[config.mk]
export PLATFORM = sky130hd
export DESIGN_NAME = dma_err_status
export DESIGN_NICKNAME = d
export VERILOG_FILES = /design/src/rtl/dma_err_pkg.sv /design/src/rtl/dma_err_regif.sv /design/src/rtl/dma_err_flags.sv /design/src/rtl/dma_err_irq.sv /design/src/rtl/dma_err_status.sv
export SDC_FILE = /design/constraint.sdc
export NUM_CORES = 1
export LEC_CHECK = 0
export ABC_CLOCK_PERIOD_IN_PS = 2050
export BUFFER_PORTS_ARGS = -buffer_cell sky130_fd_sc_hd__buf_4
export CAP_MARGIN = 15
export CORE_AREA = 2 2 74 76
export DETAILED_ROUTE_END_ITERATION = 8
export DIE_AREA = 0 0 76 78
export GPL_ROUTABILITY_DRIVEN = 0
export PLACE_DENSITY = 0.8
export SYNTH_ARGS = -nofsm -noshare
export SYNTH_HDL_FRONTEND = slang
export SYNTH_SLANG_ARGS = --single-unit
[constraint.sdc]
create_clock -name clk -period 2.05 [get_ports clk]
set_input_delay 0.205 -clock clk [delete_from_list [all_inputs] [get_ports clk]]
set_output_delay 0.205 -clock clk [all_outputs]
set_load 0.03 [all_outputs]
[src/rtl/dma_err_pkg.sv]
package dma_err_pkg;

    // Register byte offsets
    localparam int unsigned OFS_ENABLE  = 32'h28;
    localparam int unsigned OFS_ERRMAP  = 32'h2C;
    localparam int unsigned OFS_CLRCMD  = 32'h30;

    // Clear command field: index in low bits, clear-all flag at this bit
    localparam int unsigned CLR_ALL_BIT = 6;

    typedef enum logic [1:0] {
        SEL_NONE   = 2'd0,
        SEL_ENABLE = 2'd1,
        SEL_ERRMAP = 2'd2,
        SEL_CLRCMD = 2'd3
    } reg_sel_e;

    typedef struct packed {
        logic wr_enable;
        logic wr_errmap;
        logic wr_clrcmd;
    } wr_strobe_t;

    function automatic reg_sel_e decode_ofs(input logic [7:0] ofs);
        reg_sel_e s;
        case (ofs)
            8'(OFS_ENABLE): s = SEL_ENABLE;
            8'(OFS_ERRMAP): s = SEL_ERRMAP;
            8'(OFS_CLRCMD): s = SEL_CLRCMD;
            default:        s = SEL_NONE;
        endcase
        return s;
    endfunction

endpackage

[src/rtl/dma_err_regif.sv]
module dma_err_regif
    import dma_err_pkg::*;
#(
    parameter int NCH = 16,
    parameter int AW  = 8,
    parameter int DW  = 32
) (
    input  logic           clk,
    input  logic           rst,
    input  logic           bus_wr,
    input  logic [AW-1:0]  bus_addr,
    input  logic [DW-1:0]  bus_wdata,
    input  logic [NCH-1:0] flags,
    output logic [NCH-1:0] enables,
    output logic [NCH-1:0] clr_mask,
    output logic [DW-1:0]  bus_rdata
);
    localparam int IDXW = (NCH > 1) ? $clog2(NCH) : 1;

    reg_sel_e       sel;
    wr_strobe_t     wst;
    logic [NCH-1:0] en_q;
    logic [NCH-1:0] map_clr;
    logic [NCH-1:0] cmd_clr;
    logic [IDXW-1:0] cmd_idx;

    always_comb begin
        sel = decode_ofs(8'(bus_addr));
        wst.wr_enable = bus_wr && (sel == SEL_ENABLE);
        wst.wr_errmap = bus_wr && (sel == SEL_ERRMAP);
        wst.wr_clrcmd = bus_wr && (sel == SEL_CLRCMD);
    end

    always_ff @(posedge clk) begin
        if (rst)
            en_q <= '0;
        else if (wst.wr_enable)
            en_q <= bus_wdata[NCH-1:0];
    end

    assign cmd_idx = bus_wdata[IDXW-1:0];

    always_comb begin
        map_clr = wst.wr_errmap ? bus_wdata[NCH-1:0] : '0;
        cmd_clr = '0;
        if (wst.wr_clrcmd) begin
            if (bus_wdata[CLR_ALL_BIT])
                cmd_clr = '1;
            else
                cmd_clr = NCH'(1) << cmd_idx;
        end
        clr_mask = map_clr | cmd_clr;
    end

    always_comb begin
        bus_rdata = '0;
        case (sel)
            SEL_ENABLE: bus_rdata[NCH-1:0] = en_q;
            SEL_ERRMAP: bus_rdata[NCH-1:0] = flags;
            default:    bus_rdata = '0;
        endcase
    end

    assign enables = en_q;

endmodule

[src/rtl/dma_err_flags.sv]
module dma_err_flags #(
    parameter int NCH = 16
) (
    input  logic           clk,
    input  logic           rst,
    input  logic [NCH-1:0] set_i,
    input  logic [NCH-1:0] clr_i,
    output logic [NCH-1:0] flags_o
);
    for (genvar ch = 0; ch < NCH; ch++) begin : g_ch
        always_ff @(posedge clk) begin
            if (rst)
                flags_o[ch] <= 1'b0;
            else if (set_i[ch])
                flags_o[ch] <= 1'b1;   // set has priority over clear
            else if (clr_i[ch])
                flags_o[ch] <= 1'b0;
        end
    end
endmodule

[src/rtl/dma_err_irq.sv]
module dma_err_irq #(
    parameter int NCH = 16
) (
    input  logic           clk,
    input  logic           rst,
    input  logic [NCH-1:0] flags,
    input  logic [NCH-1:0] enables,
    output logic           irq_o,
    output logic           any_o
);
    logic [NCH-1:0] masked;

    assign masked = flags & enables;
    assign any_o  = |flags;

    always_ff @(posedge clk) begin
        if (rst)
            irq_o <= 1'b0;
        else
            irq_o <= |masked;
    end
endmodule

[src/rtl/dma_err_status.sv]
module dma_err_status
    import dma_err_pkg::*;
#(
    parameter int NCH = 16,
    parameter int AW  = 8,
    parameter int DW  = 32
) (
    input  logic           clk,
    input  logic           rst,
    input  logic [NCH-1:0] err_set,
    input  logic           bus_wr,
    input  logic [AW-1:0]  bus_addr,
    input  logic [DW-1:0]  bus_wdata,
    output logic [DW-1:0]  bus_rdata,
    output logic           err_irq,
    output logic           err_any
);
    logic [NCH-1:0] flags;
    logic [NCH-1:0] enables;
    logic [NCH-1:0] clr_mask;

    dma_err_regif #(.NCH(NCH), .AW(AW), .DW(DW)) u_regif (
        .clk       (clk),
        .rst       (rst),
        .bus_wr    (bus_wr),
        .bus_addr  (bus_addr),
        .bus_wdata (bus_wdata),
        .flags     (flags),
        .enables   (enables),
        .clr_mask  (clr_mask),
        .bus_rdata (bus_rdata)
    );

    dma_err_flags #(.NCH(NCH)) u_flags (
        .clk     (clk),
        .rst     (rst),
        .set_i   (err_set),
        .clr_i   (clr_mask),
        .flags_o (flags)
    );

    dma_err_irq #(.NCH(NCH)) u_irq (
        .clk     (clk),
        .rst     (rst),
        .flags   (flags),
        .enables (enables),
        .irq_o   (err_irq),
        .any_o   (err_any)
    );
endmodule

# Word level (Yosys, flattened, before mapping)
# Cells that the tools add are included.
dict set report word_totals {
  ff_bits 33
  inputBits 59
  output_inout_bits 34
  elab_cells 85
}
dict set report op_classes {
  eq_ne 6
  shift 1
  n_mux 37
  bitwise 2
  n_reduce_logical 21
}
# op count
set op_table {}
lappend op_table {{$mux 16} 3}
lappend op_table {{$mux 1} 32}
lappend op_table {{$pmux 16 s2} 1}
lappend op_table {{$reduce_bool 2->1} 16}
lappend op_table {{$reduce_or 16->1} 2}
lappend op_table {{$eq 8x6->1 const B} 3}
lappend op_table {{$and 16x16->16} 1}
lappend op_table {{$or 16x16->16} 1}
lappend op_table {{$shl 1x4->16 const A} 1}
lappend op_table {{$pmux 2 s3} 1}
lappend op_table {{$eq 2x2->1 const B} 2}
lappend op_table {{$logic_and 1x1->1} 3}
lappend op_table {{$eq 2x1->1 const B} 1}

# Depth between registers and ports, before layout
# Gate-level depths: netlist of the first run.
dict set report depth {
  depth_word 8
  depth_mapped 13
  mapped_depth_nobuf 10
}

# Modules after synthesis
# From an unflattened synthesis of the first run, not the netlist that was laid out.
dict set report unflattened {
  hier_cells 255
  area_unflattened_um2 2152.1
}
# module instances cells_per_inst area_per_inst_um2 seq_area_each_um2
set modules_own_cells {}
lappend modules_own_cells {dma_err_regif 1 173 1385.1 320.3}
lappend modules_own_cells {dma_err_flags 1 66 629.4 320.3}
lappend modules_own_cells {dma_err_irq 1 16 137.6 20.0}

# Worst setup path after synthesis of the first run
# OpenSTA, ideal clock, no wires.
dict set report synth_timing {
  path_type {input to output}
  start {input bus_addr[6]}
  end {output bus_rdata[10]}
  t_arrival_ps 2073
  required_ps 1845
  slack_ps -228
  cell_stages 8
  n_path_buf 2
  path_cell_list {nand2b_4 -> or4_4 -> nor3_2 -> ha_1 -> buf_4 -> clkbuf_1 -> a22oi_1 -> nor2_1}
}
dict set report synth_via {
  elab_chain_cells 4
  word_cells_on_any_way 7
  cone_classes {5 x eq/ne; 2 x mux}
}
# element line_no
set synth_lines {}
lappend synth_lines {{start, declared} dma_err_status.sv:12} ;# input logic [AW-1:0] bus_addr,
lappend synth_lines {{$eq 8x6->1} dma_err_pkg.sv:26} ;# case (ofs)
lappend synth_lines {{$pmux 2 s3 *} dma_err_pkg.sv:26}
lappend synth_lines {{$eq 2x2->1 or $eq 2x1->1 (tied branches)} dma_err_regif.sv:57} ;# case (sel)
lappend synth_lines {{$pmux 16 s2 *} dma_err_regif.sv:57}
lappend synth_lines {{end, declared} dma_err_status.sv:14} ;# output logic [DW-1:0] bus_rdata,
# Mark *: on every way between the ends. The rest lies on a longest branch, timed or not.

# Worst setup path in the final report of the first run
dict set report layout_timing {
  start {input bus_addr[6]}
  end {output bus_rdata[0]}
}
# Same word-level chain as after synthesis.

==> qor.txt, run 1 <==
Avg Cell Area, Syn -> 7.38 µm²
Initial antenna violation count -> 0
Sequential share of the synthesized area -> 32.9%
Post-Syn Instances -> 272
Clock buffer depth -> 2
Critical Path Most Common Cell -> buf_6
Post-route ant nets -> 0
Mapped Area -> 0.00201 mm²
Worst-path clk slew -> 0.07 ns
Clk network pwr share -> 35.4%
Internal -> 1030 µW
CTS Root Cell -> clkbuf_8
Starting Density -> 39.8%
Post-CTS Hold Buffers -> 0
Core area -> 0.00504 mm²
Crit path cell chain -> buf_6 > nand2b_4 > or4_4 > nor3_4 > buf_6 > ha_4 > clkbuf_16 > a22oi_2 > nor2_1 > buf_4
Drt wl/cell -> 14.7 µm
CP peak stage delay -> 0.43 ns
H-tree levels -> 2
Most common cell after layout, fill and taps aside -> buf_4
Ant. Diodes -> 0
Die Width -> 76 µm
Critical path's slowest cell -> or4_4
Die footprint -> 0.00593 mm²
CP endpoint kind -> primary output
Nets -> 395
Vias in the first global route -> 1992
Flop pwr share -> 49.0%
Max_cap viols -> 0
RSZ-0062 raised after global routing -> yes
Switching power total -> 400 µW
Total I/O pin count -> 93
Logic gate share of total power -> 15.6%
Final Setup Violations -> 7
Vias -> 2156
Commonest cells after routing, fill and taps aside -> 57 x buf_4, 52 x nand2_1, 41 x a21oi_1
Number of DRC markers in iteration 0 -> 327
Setup Total Neg Slack -> -0.0724 ns
Final min period -> 2.08 ns
Die Span Y -> 78 µm
GRT Overall Usage -> 20.2%
CP startpoint kind -> primary input
Initial DRT Pass Iterations -> 4
Largest net degree at the start of global routing -> 34
Final hold violation count -> 0
Final Skew -> 0.00430 ns
Critical path peak fanout -> 8
Share of cells above drive strength 1 -> 37.5%
Filler cells -> 469
Setup CP Type -> primary input to primary output
Number of buffers created by CTS -> 5
Global route total overflow -> 0
Worst hold path class -> primary input to flip-flop
Critical Path RT -> 1.85 ns
Area delta synth->final -> 45.4%
Max IR drop VDD -> 0.395 mV
Critical path's top delay family -> simple AND/OR/NAND/NOR gates
Residual DRC -> 0
Switching Share -> 28.1%
P per Cell Area -> 489 mW/mm²
Failing checks -> setup timing
Final Cycle Share -> 101%
Port Buffer Count -> 60
LEAKAGE -> 0.00105 µW
Worst path bufs/invs -> 4
Total power -> 1430 µW
Setup slack after layout -> -0.0260 ns
Fin. max-slew vios -> 0
Synth Warn # -> 0
FF+latch count, synth -> 33
HPWL Detailed -> 4180 µm
CTS tree -> built
Via density per instance -> 5.35
Later-pin clock latency in the skew report -> 0.29 ns
Fmax -> 482 MHz
Row cnt -> 26
CP Data Arrival Time -> 1.87 ns
Status -> complete, but fails checks
Clk sinks -> 33
First-pass GRT wire length -> 9580 µm
Synth cell types -> 32
DRT Wirelength -> 5920 µm
-- cell usage after synthesis, drive strengths merged --
cell | count | area share (%)
nand2 | 52 | 9.7
a21oi | 41 | 10
dfxtp | 33 | 33
nor3 | 31 | 10
buf | 30 | 10
nor2 | 19 | 3.6
a22oi | 18 | 6.7
clkbuf | 8 | 1.5
a31oi | 7 | 2.2
nor4 | 5 | 1.6
a221oi | 3 | 1.3
a22o | 3 | 1.3
ha | 3 | 1.9
inv | 3 | 0.56
nor2b | 3 | 1.1
and2 | 2 | 0.62
o21ai | 2 | 0.50
a21boi | 1 | 0.37
a41oi | 1 | 0.44
and2b | 1 | 0.37
and3 | 1 | 0.31
conb | 1 | 0.19
nand2b | 1 | 0.69
nand4 | 1 | 0.31
or4 | 1 | 0.56
xnor2 | 1 | 0.44
-- power by group through the flow --
stage / Sequential [µW] / Clock (µW) / Combinational [µW]
floorplan: 697 / 0 / 150
global placement: 706 / 0 / 211
detailed placement: 708 / 0 / 214
CTS: 697 / 504 / 222
global route: 701 / 533 / 242
finish: 700 / 504 / 223
-- state kept, by name, summed over array words and instances (netlist names) --
| name | count |
|---|---|
| u_flags.flags_o | 16 |
| u_regif.enables | 16 |
| u_irq.irq_o | 1 |
-- through the flow --
| step | util [%] | cells | hold WS, ns | cell area [µm²] | worst slack, ns |
|---|---|---|---|---|---|
| floorplan | - | 287 | 0.334 | 2140 | -0.00989 |
| global placement | 51.2 | 391 | 0.452 | 2580 | -0.117 |
| detailed placement | 51.2 | 391 | 0.461 | 2580 | -0.161 |
| CTS | 57.1 | 402 | 0.157 | 2880 | -0.0404 |
| global route | 57.9 | 403 | 0.170 | 2920 | -0.0910 |
| finish | 57.9 | 403 | 0.157 | 2920 | -0.0260 |
-- path summary, 6_finish.rpt --
| path | cells after the start | startpoint | slack (ns) | to |
|---|---|---|---|---|
| setup / recovery | 10 | bus_addr[6] | -0.03 | bus_rdata[0] |
| setup reg to reg | 4 | u_flags.flags_o[11] | 0.80 | u_irq.irq_o |
| hold / removal | 3 | err_set[6] | 0.16 | u_flags.flags_o[6] |
| hold reg to reg | 2 | u_regif.enables[13] | 0.48 | u_regif.enables[13] |
-- layout make-up --
type                            count  area (µm²)  share of cell area (%)
Tap cell                           70        87.6                    3.00
Inverter                            3        11.3                   0.386
Clock buffer                        7        86.3                    2.96
Timing Repair Buffer               77         734                    25.2
Multi-Input combinational cell    213        1340                    45.8
Sequential cell                    33         661                    22.6
-- kinds of logic after synthesis --
| group | after synthesis | synth area share [%] |
|---|---|---|
| AOI/OAI and AO/OA | 76 | 23.1 |
| buffers and inverters | 41 | 12.3 |
| and+or+nand+nor | 117 | 29.2 |
| adders and majority gates | 3 | 1.87 |
| other | 1 | 0.187 |
| xor gates and xnor gates | 1 | 0.436 |
| DFF | 33 | 32.9 |
-- routing by layer --
layer | up-vias | GRT usage (%) | part of all wire, %
met1 | 997 | 26.3 | 41
li1 | 1046 | - | -
met4 | 0 | 4.91 | 0.49
met5 | - | 0 | 0
met3 | 6 | 5.35 | 8.8
met2 | 107 | 33.6 | 50
-- what timing repair did --
item                       in CTS  in global routing
buffers inserted                2                  0
pin swaps                       2                 10
gates cloned                    2                  1
setup endpoints to repair      16                 16
hold endpoints to repair        0                  0
resized for setup              33                  3
-- tightest hold or removal path: stages --
cell and delay [ns]:
buf_4 0.08, inv_1 0.03, a21oi_1 0.10
Power figures use the tool's default switching activity.
==> run 2: changes to the inputs <==
--- a/config.mk
+++ b/config.mk
@@ -8,11 +8,12 @@
 export ABC_CLOCK_PERIOD_IN_PS = 2050
 export BUFFER_PORTS_ARGS = -buffer_cell sky130_fd_sc_hd__buf_4
 export CAP_MARGIN = 15
-export CORE_AREA = 2 2 74 76
+export CORE_AREA = 2 2 63 89
 export DETAILED_ROUTE_END_ITERATION = 8
-export DIE_AREA = 0 0 76 78
+export DIE_AREA = 0 0 65 91
 export GPL_ROUTABILITY_DRIVEN = 0
 export PLACE_DENSITY = 0.8
+export SKIP_LAST_GASP = 1
 export SYNTH_ARGS = -nofsm -noshare
 export SYNTH_HDL_FRONTEND = slang
 export SYNTH_SLANG_ARGS = --single-unit
==> constraint.sdc (replaced) <==
create_clock -name clk -period 2.05 [get_ports clk]
set_input_delay 0.205 -clock clk [delete_from_list [all_inputs] [get_ports clk]]
set_output_delay 0.205 -clock clk [all_outputs]
set_load 0.01 [all_outputs]
==> run 2 against run 1 <==
  * The run still ends with setup timing left
  * First-iteration DRC count fell by 75%
  * Critical path depth fell by 1
  * Hold slack got worse by 0.011 ns
  * Setup slack improved by 0.0061 ns
  * Maximum frequency rose by 0.29%
  * Sequential power fell by 0.7%
  * Total power fell by 4.1%
  * Non-clock buffer count fell by 2
  * Sequential cell count did not move
  * Cell area fell by 8.9%
  * Count of clock-buffer cells in the layout did not move
  * Largest cell class unchanged
==> qor.txt, run 2 (synthesized netlist as in run 1, its figures left out) <==
Internal -> 997 µW
Number of DRC markers in iteration 0 -> 82
Filler cells -> 507
Fin. max-slew vios -> 0
First-pass GRT wire length -> 8680 µm
Via density per instance -> 5.27
Worst-path clk slew -> 0.07 ns
Fmax -> 483 MHz
Later-pin clock latency in the skew report -> 0.29 ns
Area after DPL -> 0.00248 mm²
Residual DRC -> 0
CP startpoint kind -> primary input
Die Width -> 65 µm
Fin area -> 0.00266 mm²
Final Skew -> 0.00847 ns
Post-CTS Hold Buffers -> 0
H-tree levels -> 2
Logic gate share of total power -> 14.0%
Clock buffer depth -> 2
Status -> complete, but fails checks
Pre-CTS setup slack -> -0.122 ns
Drt wl/cell -> 13.8 µm
Area delta synth->final -> 32.5%
Initial antenna violation count -> 0
Flop pwr share -> 50.8%
RSZ-0062 raised after global routing -> yes
Critical Path RT -> 1.85 ns
Setup slack after layout -> -0.0199 ns
Largest net degree at the start of global routing -> 34
Port Buffer Count -> 60
Share of cells above drive strength 1 -> 31.9%
Global route total overflow -> 0
Clk sinks -> 33
Worst hold path class -> primary input to flip-flop
Max_cap viols -> 0
Switching Share -> 27.2%
Final Cycle Share -> 101%
Commonest cells after routing, fill and taps aside -> 69 x buf_4, 52 x nand2_1, 41 x a21oi_1
Final hold violation count -> 0
P per Cell Area -> 515 mW/mm²
Die Span Y -> 91 µm
Clk network pwr share -> 35.2%
Starting Density -> 39.5%
Initial DRT Pass Iterations -> 4
LEAKAGE -> 0.000992 µW
Switching power total -> 372 µW
HPWL Detailed -> 4230 µm
Most common cell after layout, fill and taps aside -> buf_4
Number of buffers created by CTS -> 5
Post-route ant nets -> 0
Final min period -> 2.07 ns
Failing checks -> setup timing
CTS tree -> built
Finished Layout Cells -> 398
Vias in the first global route -> 1872
DRT Wirelength -> 5510 µm
Total I/O pin count -> 93
Row cnt -> 31
Vias -> 2096
Inst Count DP -> 388
Max IR drop VDD -> 0.424 mV
CP Data Arrival Time -> 1.86 ns
Ant. Diodes -> 0
GRT Overall Usage -> 18.6%
Final Setup Violations -> 1
Die footprint -> 0.00592 mm²
CP endpoint kind -> primary output
Setup CP Type -> primary input to primary output
Critical path peak fanout -> 18
Nets -> 393
CTS Root Cell -> clkbuf_8
Core area -> 0.00508 mm²
run 2: cell count changes in the layout (fill, tap and decap cells not counted), sizes merged:
cell and delta:
clkinvlp +1, clkbuf -1, buf -1
run 2: area by class of cell:
class / instances / area (µm²) / share of cell area [%]
Clock buffer: 7 / 76.3 / 2.87
Clock inverter: 1 / 7.51 / 0.282
Inverter: 3 / 11.3 / 0.424
Multi-Input combinational cell: 213 / 1220 / 45.8
Sequential cell: 33 / 661 / 24.8
Tap cell: 66 / 82.6 / 3.11
Timing Repair Buffer: 75 / 603 / 22.7
run 2: power by group through the flow:
stage / logic [µW] / clock network [µW] / registers (µW)
2_1_floorplan: 122 / 0 / 697
3_3_place_gp: 182 / 0 / 706
3_5_place_dp: 185 / 0 / 707
4_1_cts: 191 / 488 / 693
5_1_grt: 210 / 512 / 698
6_report: 192 / 481 / 695
run 2: path summary, 6_finish.rpt:
check	startpoint	end	slack (ns)	cells past startpoint
max	bus_addr[6]	bus_rdata[7]	-0.02	9
min	err_set[6]	u_flags.flags_o[6]	0.15	3
max reg2reg	u_flags.flags_o[11]	u_irq.irq_o	0.81	4
min reg2reg	u_regif.enables[7]	u_regif.enables[7]	0.48	2
run 2: repair_timing:
action / 4_1_cts / 5_1_grt
endpoints found under the setup margin: 16 / 15
pin swaps: 3 / 3
cloned: 0 / 0
resized for setup: 13 / 4
setup buffers: 2 / 0
run 2: through the flow:
step           TNS [ns]  total power [µW]  hold slack (ns)  util, %
2_1_floorplan         0               818            0.334        -
3_3_place_gp      -1.61               888            0.443     48.9
3_5_place_dp      -3.12               892            0.450     48.9
4_1_cts         -0.0208              1370            0.146     51.9
5_1_grt          -0.543              1420            0.156     52.3
6_report        -0.0199              1370            0.146     52.3
run 2: routing by layer:
layer,global-route usage [%],part of all wire (%)
met1,21.4,37
met2,33.5,55
met3,2.35,6.2
met4,8.33,1.7
met5,0,0
run 2: critical path, cell delays in order:
cell,delay (ns)
buf_6,0.09
nand2b_4,0.12
or4_4,0.43
nor3_4,0.23
ha_2,0.23
buf_12,0.16
a22oi_1,0.09
nor2_1,0.15
buf_4,0.14
